## config.mk

```make
export PLATFORM = sky130hd
export DESIGN_NAME = i2c_phase_timer
export DESIGN_NICKNAME = d
export VERILOG_FILES = /design/src/rtl/i2c_tg_pkg.sv /design/src/rtl/tg_cfg_latch.sv /design/src/rtl/tg_seg_timer.sv /design/src/rtl/tg_phase_fsm.sv /design/src/rtl/i2c_phase_timer.sv
export SDC_FILE = /design/constraint.sdc
export NUM_CORES = 1
export LEC_CHECK = 0
export BUFFER_PORTS_ARGS = -buffer_cell sky130_fd_sc_hd__clkbuf_2
export CELL_PAD_IN_SITES_DETAIL_PLACEMENT = 1
export CELL_PAD_IN_SITES_GLOBAL_PLACEMENT = 1
export CORE_ASPECT_RATIO = 0.8
export CORE_UTILIZATION = 40
export CTS_CLUSTER_DIAMETER = 100
export DETAILED_ROUTE_END_ITERATION = 16
export PLACE_DENSITY_LB_ADDON = 0.08
export SYNTH_ARGS = -nofsm -noshare
export SYNTH_HDL_FRONTEND = slang
export SYNTH_HIERARCHICAL = 1
export SYNTH_SLANG_ARGS = --single-unit
```

## constraint.sdc

```tcl
create_clock -name clk -period 11.2 [get_ports clk]
set_clock_uncertainty 0.2 [all_clocks]
set_input_delay 1.12 -clock clk [delete_from_list [all_inputs] [get_ports clk]]
set_output_delay 1.12 -clock clk [all_outputs]
set_load 0.02 [all_outputs]
```

## src/rtl/i2c_tg_pkg.sv

```systemverilog
package i2c_tg_pkg;

    // divisor width and derived widths
    localparam int DIV_W  = 16;
    localparam int WORD_W = 2 * DIV_W;
    localparam int UPD_W  = 3;
    localparam int SET_W  = 2;
    // 8 * (2^DIV_W) * (2^SET_W + 1) fits in DIV_W + 7 bits
    localparam int TMR_W  = DIV_W + 7;

    typedef enum logic [1:0] {
        OP_BIT     = 2'b00,
        OP_START   = 2'b01,
        OP_STOP    = 2'b10,
        OP_RESTART = 2'b11
    } tg_op_e;

    typedef enum logic [3:0] {
        ST_IDLE,
        ST_LOW_A,
        ST_LOW_B,
        ST_HIGH,
        ST_RS_LOW,
        ST_STA_SU,
        ST_STA_HD,
        ST_SP_LOW,
        ST_STO_SU
    } tg_state_e;

    // divisors and multipliers with the implicit +1 applied
    typedef struct packed {
        logic [DIV_W:0]   lo;
        logic [DIV_W:0]   hi;
        logic [UPD_W:0]   s;
        logic [SET_W:0]   u;
        logic [SET_W:0]   p;
    } tg_cfg_t;

    // clocks from SCL fall (bit accept) to the SDA update
    function automatic logic [TMR_W-1:0] seg_hold(tg_cfg_t c);
        return TMR_W'(c.lo) * TMR_W'(c.s);
    endfunction

    // clocks from the SDA update to SCL release
    function automatic logic [TMR_W-1:0] seg_setup(tg_cfg_t c);
        return TMR_W'(c.lo) * (TMR_W'(4'd8) - TMR_W'(c.s));
    endfunction

    function automatic logic [TMR_W-1:0] seg_high(tg_cfg_t c);
        return TMR_W'(c.hi) << 3;
    endfunction

    // timer value seen on the edge that lies 4*h clocks into the high phase
    function automatic logic [TMR_W-1:0] seg_mid(tg_cfg_t c);
        return (TMR_W'(c.hi) << 2) + TMR_W'(1);
    endfunction

    function automatic logic [TMR_W-1:0] seg_pre(tg_cfg_t c);
        return TMR_W'(c.lo) << 2;
    endfunction

    function automatic logic [TMR_W-1:0] seg_sta_su(tg_cfg_t c);
        return (TMR_W'(c.hi) * TMR_W'(c.u)) << 3;
    endfunction

    function automatic logic [TMR_W-1:0] seg_sta_hd(tg_cfg_t c);
        return (TMR_W'(c.hi) * (TMR_W'(c.u) + TMR_W'(1))) << 3;
    endfunction

    function automatic logic [TMR_W-1:0] seg_sto_su(tg_cfg_t c);
        return (TMR_W'(c.hi) * TMR_W'(c.p)) << 3;
    endfunction

endpackage

```

## src/rtl/tg_cfg_latch.sv

```systemverilog
module tg_cfg_latch
    import i2c_tg_pkg::*;
(
    input  logic              clk,
    input  logic              rst,
    input  logic              capture,
    input  logic [WORD_W-1:0] div_word,
    input  logic [UPD_W-1:0]  upd_sel,
    input  logic [SET_W-1:0]  sta_sel,
    input  logic [SET_W-1:0]  sto_sel,
    output tg_cfg_t           cfg_live,
    output tg_cfg_t           cfg_q
);

    always_comb begin
        cfg_live.lo = {1'b0, div_word[DIV_W-1:0]} + (DIV_W+1)'(1);
        cfg_live.hi = {1'b0, div_word[WORD_W-1:DIV_W]} + (DIV_W+1)'(1);
        cfg_live.s  = {1'b0, upd_sel} + (UPD_W+1)'(1);
        cfg_live.u  = {1'b0, sta_sel} + (SET_W+1)'(1);
        cfg_live.p  = {1'b0, sto_sel} + (SET_W+1)'(1);
    end

    always_ff @(posedge clk) begin
        if (rst) begin
            cfg_q <= '0;
        end else if (capture) begin
            cfg_q <= cfg_live;
        end
    end

endmodule

```

## src/rtl/tg_seg_timer.sv

```systemverilog
module tg_seg_timer
    import i2c_tg_pkg::*;
(
    input  logic             clk,
    input  logic             rst,
    input  logic             load,
    input  logic [TMR_W-1:0] load_val,
    output logic [TMR_W-1:0] remain,
    output logic             expire
);

    always_ff @(posedge clk) begin
        if (rst) begin
            remain <= '0;
        end else if (load) begin
            remain <= load_val;
        end else if (remain != '0) begin
            remain <= remain - TMR_W'(1);
        end
    end

    // a segment loaded with N ends on the N-th edge after the load
    assign expire = (remain == TMR_W'(1));

    // the phase logic must never schedule an empty segment (s = 8 case)
    a_r3_no_empty_segment: assert property (@(posedge clk) disable iff (rst)
        load |-> (load_val != '0));

endmodule

```

## src/rtl/tg_phase_fsm.sv

```systemverilog
module tg_phase_fsm
    import i2c_tg_pkg::*;
(
    input  logic             clk,
    input  logic             rst,
    input  logic             cmd_valid,
    input  tg_op_e           cmd_op,
    input  logic             cmd_bit,
    input  logic             sda_in,
    input  tg_cfg_t          cfg_live,
    input  tg_cfg_t          cfg_q,
    input  logic [TMR_W-1:0] remain,
    input  logic             expire,
    output logic             load,
    output logic [TMR_W-1:0] load_val,
    output logic             accept,
    output logic             cmd_ready,
    output logic             scl_oe,
    output logic             sda_oe,
    output logic             rx_valid,
    output logic             rx_bit,
    output logic             bit_done,
    output logic             start_done,
    output logic             stop_done
);

    tg_state_e state, state_n;
    logic      bit_q;
    logic      scl_n, sda_n, rxv_n, bd_n, sd_n, pd_n;

    assign cmd_ready = (state == ST_IDLE);

    always_comb begin
        state_n  = state;
        load     = 1'b0;
        load_val = '0;
        accept   = 1'b0;
        scl_n    = scl_oe;
        sda_n    = sda_oe;
        rxv_n    = 1'b0;
        bd_n     = 1'b0;
        sd_n     = 1'b0;
        pd_n     = 1'b0;
        case (state)
            ST_IDLE: begin
                if (cmd_valid) begin
                    accept = 1'b1;
                    load   = 1'b1;
                    case (cmd_op)
                        OP_BIT: begin
                            state_n  = ST_LOW_A;
                            load_val = seg_hold(cfg_live);
                        end
                        OP_START: begin
                            state_n  = ST_STA_SU;
                            load_val = seg_sta_su(cfg_live);
                        end
                        OP_STOP: begin
                            sda_n    = 1'b1;
                            state_n  = ST_SP_LOW;
                            load_val = seg_pre(cfg_live);
                        end
                        default: begin
                            sda_n    = 1'b0;
                            state_n  = ST_RS_LOW;
                            load_val = seg_pre(cfg_live);
                        end
                    endcase
                end
            end
            ST_LOW_A: begin
                if (expire) begin
                    sda_n = ~bit_q;
                    load  = 1'b1;
                    if (seg_setup(cfg_q) == '0) begin
                        scl_n    = 1'b0;
                        state_n  = ST_HIGH;
                        load_val = seg_high(cfg_q);
                    end else begin
                        state_n  = ST_LOW_B;
                        load_val = seg_setup(cfg_q);
                    end
                end
            end
            ST_LOW_B: begin
                if (expire) begin
                    scl_n    = 1'b0;
                    state_n  = ST_HIGH;
                    load     = 1'b1;
                    load_val = seg_high(cfg_q);
                end
            end
            ST_HIGH: begin
                if (remain == seg_mid(cfg_q)) begin
                    rxv_n = 1'b1;
                end
                if (expire) begin
                    scl_n   = 1'b1;
                    bd_n    = 1'b1;
                    state_n = ST_IDLE;
                end
            end
            ST_RS_LOW: begin
                if (expire) begin
                    scl_n    = 1'b0;
                    state_n  = ST_STA_SU;
                    load     = 1'b1;
                    load_val = seg_sta_su(cfg_q);
                end
            end
            ST_STA_SU: begin
                if (expire) begin
                    sda_n    = 1'b1;
                    state_n  = ST_STA_HD;
                    load     = 1'b1;
                    load_val = seg_sta_hd(cfg_q);
                end
            end
            ST_STA_HD: begin
                if (expire) begin
                    scl_n   = 1'b1;
                    sd_n    = 1'b1;
                    state_n = ST_IDLE;
                end
            end
            ST_SP_LOW: begin
                if (expire) begin
                    scl_n    = 1'b0;
                    state_n  = ST_STO_SU;
                    load     = 1'b1;
                    load_val = seg_sto_su(cfg_q);
                end
            end
            ST_STO_SU: begin
                if (expire) begin
                    sda_n   = 1'b0;
                    pd_n    = 1'b1;
                    state_n = ST_IDLE;
                end
            end
            default: state_n = ST_IDLE;
        endcase
    end

    always_ff @(posedge clk) begin
        if (rst) begin
            state      <= ST_IDLE;
            bit_q      <= 1'b0;
            scl_oe     <= 1'b0;
            sda_oe     <= 1'b0;
            rx_valid   <= 1'b0;
            rx_bit     <= 1'b0;
            bit_done   <= 1'b0;
            start_done <= 1'b0;
            stop_done  <= 1'b0;
        end else begin
            state      <= state_n;
            scl_oe     <= scl_n;
            sda_oe     <= sda_n;
            rx_valid   <= rxv_n;
            bit_done   <= bd_n;
            start_done <= sd_n;
            stop_done  <= pd_n;
            if (accept) begin
                bit_q <= cmd_bit;
            end
            if (rxv_n) begin
                rx_bit <= sda_in;
            end
        end
    end

    // SCL stays released throughout the high phase of a bit
    a_r2_scl_free_high: assert property (@(posedge clk) disable iff (rst)
        (state == ST_HIGH) |-> !scl_oe);

    // data line frozen while the clock line is released
    a_r4_sda_steady_high: assert property (@(posedge clk) disable iff (rst)
        (state == ST_HIGH && $past(state) == ST_HIGH) |-> $stable(sda_oe));

    // completion and sample strobes never coincide
    a_r5_one_strobe: assert property (@(posedge clk) disable iff (rst)
        $onehot0({rx_valid, bit_done, start_done, stop_done}));

    // a finished START leaves both lines driven low
    a_r6_start_lines: assert property (@(posedge clk) disable iff (rst)
        start_done |-> (scl_oe && sda_oe));

    // a finished STOP leaves both lines released
    a_r8_stop_lines: assert property (@(posedge clk) disable iff (rst)
        stop_done |-> (!scl_oe && !sda_oe));

endmodule

```

## src/rtl/i2c_phase_timer.sv

```systemverilog
module i2c_phase_timer
    import i2c_tg_pkg::*;
(
    input  logic        clk,
    input  logic        rst,
    input  logic [31:0] div_word,
    input  logic [2:0]  upd_sel,
    input  logic [1:0]  sta_sel,
    input  logic [1:0]  sto_sel,
    input  logic        cmd_valid,
    input  logic [1:0]  cmd_op,
    input  logic        cmd_bit,
    output logic        cmd_ready,
    input  logic        sda_in,
    output logic        scl_oe,
    output logic        sda_oe,
    output logic        rx_valid,
    output logic        rx_bit,
    output logic        bit_done,
    output logic        start_done,
    output logic        stop_done
);

    tg_cfg_t          cfg_live, cfg_q;
    logic             accept, load, expire;
    logic [TMR_W-1:0] load_val, remain;

    tg_cfg_latch u_cfg (
        .clk      (clk),
        .rst      (rst),
        .capture  (accept),
        .div_word (div_word),
        .upd_sel  (upd_sel),
        .sta_sel  (sta_sel),
        .sto_sel  (sto_sel),
        .cfg_live (cfg_live),
        .cfg_q    (cfg_q)
    );

    tg_seg_timer u_tmr (
        .clk      (clk),
        .rst      (rst),
        .load     (load),
        .load_val (load_val),
        .remain   (remain),
        .expire   (expire)
    );

    tg_phase_fsm u_fsm (
        .clk        (clk),
        .rst        (rst),
        .cmd_valid  (cmd_valid),
        .cmd_op     (tg_op_e'(cmd_op)),
        .cmd_bit    (cmd_bit),
        .sda_in     (sda_in),
        .cfg_live   (cfg_live),
        .cfg_q      (cfg_q),
        .remain     (remain),
        .expire     (expire),
        .load       (load),
        .load_val   (load_val),
        .accept     (accept),
        .cmd_ready  (cmd_ready),
        .scl_oe     (scl_oe),
        .sda_oe     (sda_oe),
        .rx_valid   (rx_valid),
        .rx_bit     (rx_bit),
        .bit_done   (bit_done),
        .start_done (start_done),
        .stop_done  (stop_done)
    );

    // captured timing holds still for the whole primitive
    a_r10_cfg_held: assert property (@(posedge clk) disable iff (rst)
        (!cmd_ready && !$past(cmd_ready)) |-> $stable(cfg_q));

    // no acceptance while busy
    a_r9_busy_no_accept: assert property (@(posedge clk) disable iff (rst)
        !cmd_ready |-> !accept);

endmodule

```

==> PnR_summary.wiki <==
{| class="wikitable"
! Metric !! Value
|-
| Avg WL per Cell || 21.5 µm
|-
| Core Box Area || 0.0411 mm²
|-
| Final Wtd Congestion || 0.895
|-
| Hold_buf cts || 0
|-
| Horizontal die dimension || 232 µm
|-
| CTS H-tree depth || 3
|-
| First DRT Iteration DRCs || 1009
|-
| Global-route wire length before repair || 93200 µm
|-
| Peak Freq || 137 MHz
|-
| Longest Clk Path Bufs || 2
|-
| Summed negative setup slack over all endpoints || 0 ns
|-
| Worst setup slack after placement || 3.99 ns
|-
| First-pass iteration count of the detailed router || 5
|-
| Hold crit path type || register to register
|-
| Min Clock Period, post-route || 7.29 ns
|-
| Share of the clock period used by the worst path after layout || 65.1%
|-
| Post-CTS setup repair buffer count || 0
|-
| Peak supply drop || 0.000112 V
|-
| Crit Path Class || register to register
|-
| CTS resizes || 0
|-
| Synthesized area || 0.0169 mm²
|-
| Antenna violation net count after detailed routing || 0
|-
| Max-capacitance violation count || 0
|-
| Fill cell total of the finished layout || 5217
|-
| Arrival time of data at the critical path endpoint || 7.39 ns
|-
| Number of global-route vias before repair || 16400
|-
| Starting density of the core || 41.0%
|-
| CTS Sinks || 79
|-
| Internal power component || 0.00131 W
|-
| Drt drc || 0
|-
| Worst rel slew slack || 30.4%
|-
| WP data required || 11.30 ns
|-
| Post-detailed-route via-to-cell ratio || 5.78
|-
| RSZ-0062 raised after global routing || false
|-
| Die outline height || 186 µm
|-
| Net count of the mapped netlist || 2605
|-
| Switching power || 0.00164 W
|-
| Sum of routed wire length over all layers || 59700 µm
|-
| Synthesized area divided by synthesized cell count || 7.52 µm²
|-
| Slew at the pin with the worst max-slew slack || 1.03 ns
|-
| Initial antenna violation count || 0
|-
| Ratio of cells with drive above 1 in the final layout || 7.25%
|-
| Largest net degree at the start of global routing || 67
|-
| Total Routing Usage GR || 28.1%
|-
| Worst-Skew Late Latency || 0.38 ns
|-
| Final number of hold-violating endpoints || 0
|-
| Leak Pwr || 8.53 nW
|-
| Number of buffers inserted during clock tree synthesis || 9
|-
| Setup WS post-layout || 3.91 ns
|-
| Die ar. || 0.0430 mm²
|-
| Cell at the root of the clock tree || sky130_fd_sc_hd__clkbuf_16
|-
| Growth of design area from synthesis to finish || 6.31%
|-
| Number of nets in the final layout || 2590
|-
| Outcome || finished clean
|-
| FP Rows || 66
|-
| Pwr/cell area || 164 mW/mm²
|-
| Net switching fraction of the power || 55.6%
|-
| Synthesis warning total || 6
|-
| Critical-path maximum fanout || 20
|-
| Boundary Pins || 54
|-
| Critical Path Start Type || register
|-
| Crit end category || register
|-
| TritonCTS clock tree || built
|-
| Part of the total power dissipated in sequential elements || 17.8%
|-
| Clock transition at the registers of the reported paths || 0.08 ns
|-
| Antenna diode count || 0
|-
| Remaining Overflow, GRT || 0
|-
| Total vias in the final route || 16100
|-
| Depth of the worst hold-timing path || 2
|-
| Worst Reg-to-Reg Cells || 21
|-
| Logic gate share of total power || 70.2%
|-
| Final setup violating endpoints || 0
|-
| Slew Viols, Final || 0
|-
| Post-synthesis instance total || 2245
|-
| Final HPWL DP || 47400 µm
|-
| Clock network fraction of total power || 12.0%
|-
| IO buf count || 53
|}
worst max-delay path: stages, from the launching register on:
cell and delay (ns):
sky130_fd_sc_hd__dfxtp_1 0.78, sky130_fd_sc_hd__inv_1 0.11, sky130_fd_sc_hd__ha_1 0.26, sky130_fd_sc_hd__inv_1 0.06, sky130_fd_sc_hd__o21ai_0 0.07, sky130_fd_sc_hd__buf_4 0.21, sky130_fd_sc_hd__or2_2 0.30, sky130_fd_sc_hd__fa_1 0.50
sky130_fd_sc_hd__fa_1 0.46, sky130_fd_sc_hd__fa_1 0.50, sky130_fd_sc_hd__inv_1 0.05, sky130_fd_sc_hd__ha_1 0.42, sky130_fd_sc_hd__a21o_1 0.28, sky130_fd_sc_hd__or4_1 0.48, sky130_fd_sc_hd__o22a_1 0.27, sky130_fd_sc_hd__o311ai_1 0.90
sky130_fd_sc_hd__a221o_1 0.36, sky130_fd_sc_hd__a211oi_1 0.07, sky130_fd_sc_hd__a211oi_1 0.48, sky130_fd_sc_hd__a221o_1 0.24, sky130_fd_sc_hd__nand2_1 0.10, sky130_fd_sc_hd__o21ai_0 0.09
path summary, 6_finish.rpt:
| kind | from | endpoint | slack [ns] |
|---|---|---|---|
| max | u_cfg/cfg_q[6]$_SDFFE_PP0P_ | u_tmr/remain[19]$_SDFFE_PP0P_ | 3.91 |
| min reg2reg | u_cfg/cfg_q[3]$_SDFFE_PP0P_ | u_cfg/cfg_q[3]$_SDFFE_PP0P_ | 0.29 |
| min | u_cfg/cfg_q[3]$_SDFFE_PP0P_ | u_cfg/cfg_q[3]$_SDFFE_PP0P_ | 0.29 |
| max reg2reg | u_cfg/cfg_q[6]$_SDFFE_PP0P_ | u_tmr/remain[19]$_SDFFE_PP0P_ | 3.91 |
area by class of cell:
type	instances	area, µm²	area share, %
inverter	256	961	5.36
tap	544	681	3.79
sequential	79	1580	8.82
clock buffer	9	225	1.26
timing repair buffer	85	505	2.82
clock inverter	7	111	0.621
multi-input combinational	1799	13900	77.3
cell usage in the layout, fill, tap and decap left out, drive strengths merged, types with 40 or more instances in the layout:
cell type    n
xor2        62
dfxtp       79
nand3       46
nor3        40
xnor2       73
nand2      360
fa         154
nor2       168
a21oi       95
ha         160
clkbuf      62
and2        88
o21ai       92
inv        260
power by group through the flow:
| stage | registers [W] | logic [W] | clock network (W) |
|---|---|---|---|
| floorplan | 0.000430 | 0.00147 | 0 |
| global placement | 0.000524 | 0.00197 | 0 |
| detailed placement | 0.000527 | 0.00202 | 0 |
| CTS | 0.000522 | 0.00204 | 0.000358 |
| global route | 0.000538 | 0.00227 | 0.000369 |
| finish | 0.000525 | 0.00207 | 0.000352 |
metrics by stage:
stage | power [W] | instance area (µm²) | util, % | hold WS [ns] | std cells
2_1_floorplan | 0.00190 | 16900 | - | 0.236 | 2245
3_3_place_gp | 0.00250 | 17600 | 42.8 | 0.271 | 2763
3_5_place_dp | 0.00255 | 17600 | 42.8 | 0.278 | 2763
4_1_cts | 0.00292 | 17900 | 43.6 | 0.289 | 2779
5_1_grt | 0.00317 | 17900 | 43.6 | 0.325 | 2779
6_report | 0.00294 | 17900 | 43.6 | 0.286 | 2779
per-layer routing:
layer  vias to the layer above  part of all wire [%]  global-route usage [%]
li1                       7513                     -                       -
met1                      8065                    47                    39.1
met2                       422                    44                    44.5
met3                        68                   6.4                    5.07
met4                         0                   2.0                    7.00
met5                         -                     0                       0
sequential cells by signal (all words and copies together) (netlist names):
signal / count
u_fsm/sda_oe: 1
u_fsm/scl_oe: 1
u_fsm/start_done: 1
u_fsm/bit_q: 1
u_fsm/stop_done: 1
u_fsm/rx_bit: 1
u_fsm/rx_valid: 1
u_tmr/remain: 23
u_fsm/bit_done: 1
u_cfg/cfg_q: 44
u_fsm/state: 4
No activity file was read; power rests on OpenSTA's default activity.
